--- config.mk ---
export PLATFORM = sky130hd
export DESIGN_NAME = folded_hist_hash
export DESIGN_NICKNAME = d
export VERILOG_FILES = /design/src/rtl/fh_pkg.sv /design/src/rtl/fh_fold_unit.sv /design/src/rtl/fh_hash.sv /design/src/rtl/folded_hist_hash.sv
export SDC_FILE = /design/constraint.sdc
export NUM_CORES = 1
export LEC_CHECK = 0
export BUFFER_PORTS_ARGS = -buffer_cell sky130_fd_sc_hd__buf_2
export CAP_MARGIN = 30
export CORE_AREA = 2 2 63 65
export DETAILED_ROUTE_END_ITERATION = 12
export DIE_AREA = 0 0 65 67
export HOLD_SLACK_MARGIN = 0.08
export PLACE_DENSITY = 0.74
export SKIP_CTS_REPAIR_TIMING = 1
export SYNTH_ARGS = -nofsm -noshare
export SYNTH_HDL_FRONTEND = slang
export SYNTH_SLANG_ARGS = --single-unit
--- constraint.sdc ---
create_clock -name clk_i -period 2.8 [get_ports clk_i]
set_input_delay 0.14 -clock clk_i [delete_from_list [all_inputs] [get_ports clk_i]]
set_output_delay 0.14 -clock clk_i [all_outputs]
set_load 0.005 [all_outputs]
--- src/rtl/fh_pkg.sv ---
package fh_pkg;

    function automatic int min_int(input int a, input int b);
        return (a < b) ? a : b;
    endfunction

    function automatic int max_int(input int a, input int b);
        return (a > b) ? a : b;
    endfunction

    localparam int MAX_NEW_BITS = 2;

endpackage

--- src/rtl/fh_fold_unit.sv ---
module fh_fold_unit #(
    parameter int HIST_LEN = 13,
    parameter int FOLD_W   = 8
) (
    input  logic              clk_i,
    input  logic              rst_ni,
    input  logic [1:0]        num_i,
    input  logic              taken_i,
    input  logic [1:0]        oldest_i,
    output logic [FOLD_W-1:0] fold_o
);
    typedef struct packed {
        logic [FOLD_W-1:0] fold;
    } fold_state_t;

    fold_state_t st_d, st_q;

    generate
        if (HIST_LEN > FOLD_W) begin : g_wrap
            logic [FOLD_W-1:0]   mixed;
            logic [2*FOLD_W-1:0] doubled;

            always_comb begin
                mixed = st_q.fold;
                // drop current bits whose history position leaves entirely
                for (int j = 0; j < FOLD_W; j++) begin
                    if (int'(num_i) >= HIST_LEN - j) mixed[j] = 1'b0;
                end
                // cancel outgoing bits that were folded onto a wrapped slot
                for (int i = 0; i < fh_pkg::MAX_NEW_BITS; i++) begin
                    if ((HIST_LEN - 1 - i >= FOLD_W) && (i < int'(num_i)))
                        mixed[(HIST_LEN - 1 - i) % FOLD_W] ^= oldest_i[i];
                end
                // newest bit lands in the slot that rotates into bit 0
                for (int i = 0; i < fh_pkg::MAX_NEW_BITS; i++) begin
                    if (int'(num_i) == i + 1)
                        mixed[FOLD_W - 1 - i] ^= taken_i;
                end
                doubled = {mixed, mixed};
                st_d = st_q;
                case (num_i)
                    2'd1:    st_d.fold = doubled[2*FOLD_W-2 -: FOLD_W];
                    2'd2:    st_d.fold = doubled[2*FOLD_W-3 -: FOLD_W];
                    default: st_d.fold = st_q.fold;
                endcase
            end
        end else begin : g_plain
            logic unused_oldest;
            assign unused_oldest = ^oldest_i;

            always_comb begin
                st_d = st_q;
                if (num_i != 2'd0)
                    st_d.fold = (st_q.fold << num_i) | {{(FOLD_W-1){1'b0}}, taken_i};
            end
        end
    endgenerate

    always_ff @(posedge clk_i or negedge rst_ni) begin
        if (!rst_ni) st_q <= '0;
        else         st_q <= st_d;
    end

    assign fold_o = st_q.fold;
endmodule

--- src/rtl/fh_hash.sv ---
module fh_hash #(
    parameter int PC_W     = 16,
    parameter int ROWS_LOG = 11,
    parameter int TAG_LEN  = 8,
    parameter int IDX_FW   = 11,
    parameter int TAG_FW   = 8,
    parameter int ALT_FW   = 7
) (
    input  logic [PC_W-1:0]     pc_idx_i,
    input  logic [IDX_FW-1:0]   idx_fold_i,
    input  logic [TAG_FW-1:0]   tag_fold_i,
    input  logic [ALT_FW-1:0]   alt_fold_i,
    output logic [ROWS_LOG-1:0] idx_o,
    output logic [TAG_LEN-1:0]  tag_o
);
    localparam int WIDE = fh_pkg::max_int(fh_pkg::max_int(PC_W, ROWS_LOG),
                                          fh_pkg::max_int(TAG_LEN, ALT_FW + 1)) + 1;

    logic [WIDE-1:0] pc_w, idx_mix, tag_mix;
    logic            unused_hi;

    always_comb begin
        pc_w    = WIDE'(pc_idx_i);
        idx_mix = pc_w ^ WIDE'(idx_fold_i);
        tag_mix = pc_w ^ WIDE'(tag_fold_i) ^ (WIDE'(alt_fold_i) << 1);
    end

    assign idx_o     = idx_mix[ROWS_LOG-1:0];
    assign tag_o     = tag_mix[TAG_LEN-1:0];
    assign unused_hi = ^{idx_mix[WIDE-1:ROWS_LOG], tag_mix[WIDE-1:TAG_LEN]};
endmodule

--- src/rtl/folded_hist_hash.sv ---
module folded_hist_hash
    import fh_pkg::*;
#(
    parameter int HIST_LEN = 13,
    parameter int ROWS_LOG = 11,
    parameter int TAG_LEN  = 8,
    parameter int PC_W     = 16
) (
    input  logic                                    clk_i,
    input  logic                                    rst_ni,
    input  logic [1:0]                              upd_num_i,
    input  logic                                    upd_taken_i,
    input  logic [1:0]                              old_bits_i,
    input  logic [PC_W-1:0]                         pc_idx_i,
    output logic [min_int(HIST_LEN,ROWS_LOG)-1:0]   idx_fold_o,
    output logic [min_int(HIST_LEN,TAG_LEN)-1:0]    tag_fold_o,
    output logic [min_int(HIST_LEN,TAG_LEN-1)-1:0]  alt_fold_o,
    output logic [ROWS_LOG-1:0]                     tbl_idx_o,
    output logic [TAG_LEN-1:0]                      tbl_tag_o
);
    localparam int IDX_FW = min_int(HIST_LEN, ROWS_LOG);
    localparam int TAG_FW = min_int(HIST_LEN, TAG_LEN);
    localparam int ALT_FW = min_int(HIST_LEN, TAG_LEN - 1);

    fh_fold_unit #(.HIST_LEN(HIST_LEN), .FOLD_W(IDX_FW)) u_idx_fold (
        .clk_i(clk_i), .rst_ni(rst_ni), .num_i(upd_num_i), .taken_i(upd_taken_i),
        .oldest_i(old_bits_i), .fold_o(idx_fold_o)
    );

    fh_fold_unit #(.HIST_LEN(HIST_LEN), .FOLD_W(TAG_FW)) u_tag_fold (
        .clk_i(clk_i), .rst_ni(rst_ni), .num_i(upd_num_i), .taken_i(upd_taken_i),
        .oldest_i(old_bits_i), .fold_o(tag_fold_o)
    );

    fh_fold_unit #(.HIST_LEN(HIST_LEN), .FOLD_W(ALT_FW)) u_alt_fold (
        .clk_i(clk_i), .rst_ni(rst_ni), .num_i(upd_num_i), .taken_i(upd_taken_i),
        .oldest_i(old_bits_i), .fold_o(alt_fold_o)
    );

    fh_hash #(
        .PC_W(PC_W), .ROWS_LOG(ROWS_LOG), .TAG_LEN(TAG_LEN),
        .IDX_FW(IDX_FW), .TAG_FW(TAG_FW), .ALT_FW(ALT_FW)
    ) u_hash (
        .pc_idx_i(pc_idx_i), .idx_fold_i(idx_fold_o), .tag_fold_i(tag_fold_o),
        .alt_fold_i(alt_fold_o), .idx_o(tbl_idx_o), .tag_o(tbl_tag_o)
    );
endmodule

# == Yosys cells after proc, flatten, opt, wreduce, memory -nomap -nowiden ==
# Index checks and enable logic that the tools add are counted.
# word_totals
reg_bits,26
inputBits,23
output_inout_bits,45
word_cells,42
# op_classes
n_lt_le_gt_ge,3
eq_ne,4
muxes,16
n_bitwise,15
n_reduce_logical,1
# ops
cell,n
$pmux 11 s2,1
$pmux 8 s2,1
$xor 8x8->8,2
$pmux 7 s2,1
$mux 1,13
$xor 1x1->1,12
$xor 11x11->11,1
$eq 2x2->1 const B,3
$lt 1x2->1 const A,2
$eq 2x1->1 const B,1
$ge 2x2->1 const B,1
$reduce_bool 2->1,1

# == Longest topological paths before layout ==
# Gate-level depths: netlist of the first run.
# logic_depth
word_depth,5
mapped_depth,6
mapped_depth_nobuf,6

# == By module ==
# From an unflattened synthesis of the first run, not the netlist that was laid out.
# unflattened
hier_cells,172
area_unflattened_um2,1858.0
# modules_own_cells
mod,n_inst,cells_per_inst,area_each_um2,seq_area_each_um2
fh_fold_unit (u_idx_fold),1,63,638.1,275.3
fh_fold_unit (u_tag_fold),1,48,518.0,200.2
fh_fold_unit (u_alt_fold),1,42,430.4,175.2
fh_hash,1,19,271.5,0.0

# == Least setup slack after synthesis of the first run ==
# OpenSTA, ideal clock, no wires.
# synth_timing
kind,input -> register
from,input upd_num_i[0]
to,register u_idx_fold.st_q (netlist bit u_idx_fold.fold_o[3])
setup_time_ps,125
t_arrival_ps,1069
required_ps,2675
setup_slack_ps,1606
cell_stages,6
n_path_buf,0
cell_sequence,inv_1 > ha_1 > and2b_1 > xnor2_1 > a21oi_1 > mux2_2
# synth_between
elab_chain_len,3
elab_cells_between_ends,6
classes_between,order compare (1); eq/ne (2); mux (2); reduce/logical (1)
# synth_rtl
element,line_no,source
start: declaration,folded_hist_hash.sv:11,"input logic [1:0] upd_num_i,"
$lt 1x2->1,fh_fold_unit.sv:31,if ((HIST_LEN - 1 - i >= FOLD_W) && (i < int'(num_i)))
$mux 1,fh_fold_unit.sv:31,
$pmux 11 s2,fh_fold_unit.sv:41,case (num_i)
end signal: assignment,fh_fold_unit.sv:61,else st_q <= st_d;
end: declaration,fh_fold_unit.sv:16,"fold_state_t st_d, st_q;"
# Parallel ways exist; a longest one is shown, timed or not.
# A chain may end at the register's enable or synchronous reset.

# == Worst setup path after layout of the first run ==
# layout_timing
from,input upd_num_i[0]
to,register u_idx_fold.st_q (netlist bit u_idx_fold.fold_o[8])
# layout_between
elab_chain_len,2
elab_cells_between_ends,4
classes_between,eq/ne (2); mux (1); reduce/logical (1)
# layout_rtl
element,line_no
$eq 2x2->1 or $eq 2x1->1 (tied branches),fh_fold_unit.sv:41
$pmux 11 s2 or $reduce_bool 2->1 (tied branches),n/a
# Parallel ways exist; a longest one is shown, timed or not.

==> results of run 1 <==
state kept, by name, indices dropped and copies added (netlist names):
signal / cells
u_idx_fold.fold_o: 11
u_tag_fold.fold_o: 8
u_alt_fold.fold_o: 7
worst max-delay path by stage:
stage                                   endpoint  cells after the start
2_1_floorplan   u_idx_fold.fold_o[3]$_DFFE_PN0P_                      6
6_report        u_idx_fold.fold_o[8]$_DFFE_PN0P_                      6
3_5_place_dp   u_idx_fold.fold_o[10]$_DFFE_PN0P_                      6
4_1_cts         u_idx_fold.fold_o[8]$_DFFE_PN0P_                      6
3_3_place_gp    u_idx_fold.fold_o[8]$_DFFE_PN0P_                      6
5_1_grt         u_alt_fold.fold_o[0]$_DFFE_PN0P_                      5
kinds of logic (layout without fill, tap and decap cells):
family	after synthesis	count (layout)	synth area share (%)
compound gates	26	26	9.25
xor+xnor	38	38	21.1
fa+ha+maj	4	4	3.11
buf+inv	9	70	3.26
flops	26	26	40.4
mux	21	21	13.9
simple gates	32	32	8.94
layout by cell type, fill, tap and decap left out:
cell,instances
clkbuf_8,3
dfrtp_1,26
ha_1,4
dlygate4sd3_1,1
o21ai_0,3
buf_4,2
mux2_2,7
o21ai_1,1
nor2_1,17
buf_2,62
o221ai_1,5
nand2_2,1
xor2_1,20
nand2b_1,7
a21oi_1,17
mux2_4,1
inv_1,2
xnor2_2,1
nand2_1,6
and2b_1,1
mux2i_1,13
xnor2_1,17
power by group:
group | total [mW] | switching [mW] | leakage [nW] | internal, mW
logic | 0.961 | 0.413 | 0.602 | 0.548
clock network | 0.213 | 0.117 | 0.0216 | 0.0966
registers | 0.788 | 0.250 | 0.296 | 0.538
worst register-to-register path, cell delays in order (launching register included):
cell	delay, ns
dfrtp_1	0.44
xor2_1	0.27
a21oi_1	0.10
mux2_2	0.30
final cells by class:
class | instances | area (sq um)
fillers | 328 | 1600
clock buffers | 3 | 41.3
inverters | 2 | 7.51
flip-flops and latches | 26 | 651
multi-input cells | 121 | 907
well taps | 48 | 60.1
repair buffers | 65 | 335
metal layers:
metal	part of all wire (%)	GRT usage, %
met4	3.0	10.4
met2	46	26.9
met3	4.9	0.507
met1	46	23.1
met5	0	0
stage by stage:
stage	util, %	instance area [sq um]	std cells
after floorplan	-	1610	156
after global placement	54.1	1950	261
after detailed placement	54.1	1950	261
after CTS	55.2	1990	264
after global routing	55.5	2000	265
final	55.5	2000	265
==> results.json, run 1 <==
{
  "r2r_start": "u_alt_fold.fold_o[6]$_DFFE_PN0P_",
  "crit_chain": "buf_2 > inv_1 > ha_1 > buf_4 > mux2i_1 > a21oi_1",
  "p_leak_nw": 0.919,
  "root_buffer": "clkbuf_8",
  "period_minus_slack_ns": 1.54,
  "track_usage_pct": 17.0,
  "critPathSlowestCell": "ha_1",
  "grt_overflow": 0,
  "fin_skew_ns": 0.00439,
  "synthTopCellsByCount": "dfrtp_1 (26), xor2_1 (20), a21oi_1 (17), nor2_1 (17), xnor2_1 (17)",
  "synth_ff_type": "dfrtp_1",
  "io_pins": 68,
  "synthCells": 156,
  "max_clock_freq_mhz": 649,
  "outcome": "finished, final reports clean",
  "fp.dieH_microns": 67,
  "cp_top_family": "adder cells",
  "path_max_fanout": 25,
  "die-area_sq_um": 4360,
  "viasPerCell": 4.99,
  "slew_headroom_pct": 39.1,
  "h-tree-depth": 1,
  "syn_nets": 183,
  "ant_nets": 0,
  "r2r-end": "u_alt_fold.fold_o[1]$_DFFE_PN0P_",
  "syn-cell-area_sq_um": 1610,
  "grt_pass1_vias": 1173,
  "total_power_mw": 1.96,
  "ys_ff_latch": 26,
  "drtPass1Iterations": 4,
  "hp-class": "primary input to flip-flop",
  "grt_setup_unrepaired": "false",
  "slew_violations": 0,
  "yosys.area.top_type": "dfrtp_1",
  "p_per_area_nw_per_um2": 981,
  "start_kind": "primary input",
  "clk_latency_ns": 0.27,
  "rrSetupSlack_ns": 1.59,
  "hold_depth": 3,
  "port_buffers": 62,
  "avgRoutedWirePerCell_microns": 13.5,
  "setup_ws_ns": 1.26,
  "clkSlewWorstSetupHoldPaths_ns": 0.09,
  "routed_wl_mm": 3.59,
  "endpoint_kind": "flip-flop",
  "cts_sinks": 26,
  "critPathBufInv": 3,
  "cap_viol_max_count": 0,
  "cts_tree": "done",
  "ff2ff_path_depth": 3,
  "crit_start": "upd_num_i[0]",
  "synth_area_leaders": "dfrtp_1 (40%), xor2_1 (11%), xnor2_1 (9.2%), mux2i_1 (8.1%), a21oi_1 (5.3%)",
  "grt_pass1_wl_mm": 5.59,
  "die_w_microns": 65,
  "finalHoldViolations": 0,
  "vias": 1323,
  "synth_cell_type_count": 22,
  "synth_most_common_cell": "dfrtp_1",
  "nNetsFinal": 246,
  "seq_area_frac_synth_pct": 40.4,
  "cts_buffer_depth": 2,
  "final.period_utilization_pct": 55.0,
  "synth_edf_count": 0,
  "ir_drop_uv": 353,
  "syn_avg_cell_area_sq_um": 10.3,
  "gp_congestion": 0.801,
  "critPathKind": "primary input to flip-flop",
  "tns_ns": 0,
  "diodes": 0,
  "yosysTopAreaCellShare_pct": 40.4,
  "min-delay-start": "upd_taken_i",
  "slowest_delay_ns": 0.76,
  "place_ws_ns": 0.968,
  "cp.required_ns": 2.94,
  "antenna_found_initial": 0,
  "cts_made_buffers": 3,
  "drt_iter0_drc": 37,
  "crit_arrival_ns": 1.68,
  "hold_ws_ns": 0.296,
  "tightest_slew_ns": 0.914,
  "start_util_pct": 44.7,
  "setup_viol": 0,
  "drive_gt1_share_pct": 35.5,
  "ys_async_sr_fraction_pct": 100,
  "area_growth_syn_to_layout_pct": 24.3,
  "post-route-drc-count": 0,
  "grt_max_degree": 29,
  "num_rows": 22,
  "yosysWarnings": 0,
  "whs_endpoint": "u_alt_fold.fold_o[0]$_DFFE_PN0P_",
  "core-area_sq_um": 3610,
  "dp_hpwl_mm": 2.73
}
Power figures use the tool's default switching activity.
==> run 2, diff against run 1 <==
- clock period: 2.8 -> 1.43 ns (I/O delays scaled with it)
==> run 2 against run 1 <==
Net effect: utilization is 1.3 points higher; highest routed layer unchanged; cell area is 2.3% higher; non-clock buffer count stayed put; worst hold slack worse by 0.12 ns.
==> results.json, run 2 (synthesized netlist as in run 1, its figures left out) <==
{
  "outcome": "finished, final reports clean",
  "io_pins": 68,
  "nNetsFinal": 246,
  "p_comb_share_pct": 48.2,
  "tightest_slew_ns": 0.589,
  "r2r_start": "u_alt_fold.fold_o[6]$_DFFE_PN0P_",
  "cp.required_ns": 1.36,
  "area_growth_syn_to_layout_pct": 27.2,
  "grt_overflow": 0,
  "core-area_sq_um": 3610,
  "drt_iter0_drc": 63,
  "p_switching_mw": 1.53,
  "tns_ns": 0,
  "clk_latency_ns": 0.28,
  "crit_start": "u_alt_fold.fold_o[3]$_DFFE_PN0P_",
  "viasPerCell": 4.92,
  "grt_pass1_wl_mm": 5.58,
  "port_buffers": 62,
  "h-tree-depth": 1,
  "switching_share_pct": 39.0,
  "grt_setup_unrepaired": "false",
  "endpoint_kind": "output port",
  "setup_viol": 0,
  "slew_headroom_pct": 60.7,
  "grt_pass1_vias": 1182,
  "fin_area_sq_um": 2050,
  "ant_nets": 0,
  "layout_commonest_cell": "buf_2",
  "min-delay-start": "upd_taken_i",
  "drive_gt1_share_pct": 36.2,
  "ff_latch_area_sq_um": 651,
  "gp_congestion": 0.827,
  "final.period_utilization_pct": 91.1,
  "slew_violations": 0,
  "track_usage_pct": 16.8,
  "diodes": 0,
  "root_buffer": "clkbuf_8",
  "p_per_area_nw_per_um2": 1920,
  "vias": 1309,
  "dpl-instance-area_sq_um": 1980,
  "max_clock_freq_mhz": 767,
  "drtPass1Iterations": 4,
  "critPathKind": "flip-flop to output port",
  "rrSetupSlack_ns": 0.25,
  "grt_max_degree": 42,
  "period_minus_slack_ns": 1.30,
  "die-area_sq_um": 4360,
  "n_fill_cell": 325,
  "total_power_mw": 3.92,
  "start_kind": "flip-flop",
  "path_max_fanout": 5,
  "post-route-drc-count": 0,
  "multi_input_area_sq_um": 915,
  "cts_made_buffers": 3,
  "dp_hpwl_mm": 2.58,
  "die_w_microns": 65,
  "ir_drop_uv": 630,
  "hp-class": "primary input to flip-flop",
  "finalHoldViolations": 0,
  "antenna_found_initial": 0,
  "start_util_pct": 44.7,
  "cts_tree": "done",
  "routed_wl_mm": 3.54,
  "largest_reg_flops": 11,
  "most-common-layout-cells": "buf_2 (62), dfrtp_1 (26), xor2_1 (20)",
  "slowest_delay_ns": 0.46,
  "critPathSlowestCell": "dfrtp_1",
  "internal-power_mw": 2.39,
  "fin_skew_ns": 0.00995,
  "fp.dieH_microns": 67,
  "cts_sinks": 26,
  "p_seq_share_pct": 39.4,
  "crit_chain": "xnor2_2 > xnor2_1 > buf_2",
  "crit_arrival_ns": 1.23,
  "cap_viol_max_count": 0,
  "p_leak_nw": 0.941,
  "clkPwrFrac_pct": 12.5,
  "num_rows": 22,
  "avgRoutedWirePerCell_microns": 13.3,
  "cts_buffer_depth": 2,
  "clkSlewWorstSetupHoldPaths_ns": 0.10
}
## run 2: worst paths after layout
kind / endpoint / depth (start not counted)
max in group asynchronous: u_alt_fold.fold_o[6]$_DFFE_PN0P_ / 2
worst min-delay path: u_alt_fold.fold_o[0]$_DFFE_PN0P_ / 3
min in group asynchronous: u_alt_fold.fold_o[3]$_DFFE_PN0P_ / 2
worst max-delay path: tbl_tag_o[4] / 3
worst min register to register: u_idx_fold.fold_o[1]$_DFFE_PN0P_ / 2
worst max register to register: u_alt_fold.fold_o[1]$_DFFE_PN0P_ / 3
## run 2: worst max-delay path, delay by kind of cell, from the launching register on
| kind | cells | cell delay (ns) |
|---|---|---|
| flip-flops | 1 | 0.46 |
| buffers and inverters | 1 | 0.13 |
| XOR/XNOR | 2 | 0.36 |
## run 2: layout make-up
type | instances | share of cell area, %
Clock buffer | 4 | 2.69
Sequential cell | 26 | 31.8
Timing Repair Buffer | 65 | 17.6
Inverter | 2 | 0.367
Tap cell | 48 | 2.93
Multi-Input combinational cell | 121 | 44.7
## run 2: power by group through the flow
stage	logic [mW]	clock network, mW	registers [mW]
CTS	1.90	0.494	1.55
detailed placement	1.89	0	1.57
floorplan	1.05	0	1.49
finish	1.89	0.489	1.54
global route	2.11	0.527	1.62
global placement	1.87	0	1.56
## run 2: metal layers
layer	track usage, %	part of all wire (%)	routed length [microns]
met1	22.8	45	1610
met3	1.52	4.3	152
met5	0	0	0
met2	27.4	48	1710
met4	7.18	1.8	64
## run 2: metrics by stage
stage / utilization [%] / worst slack, ns / cells / hold WS [ns]
finish: 56.8 / 0.127 / 266 / 0.178
global route: 56.8 / 0.0567 / 266 / 0.220
CTS: 56.3 / 0.0577 / 265 / -0.192
detailed placement: 54.8 / 0.0706 / 261 / 0.114
global placement: 54.8 / 0.0977 / 261 / 0.105
floorplan: - / 0.305 / 156 / -0.224
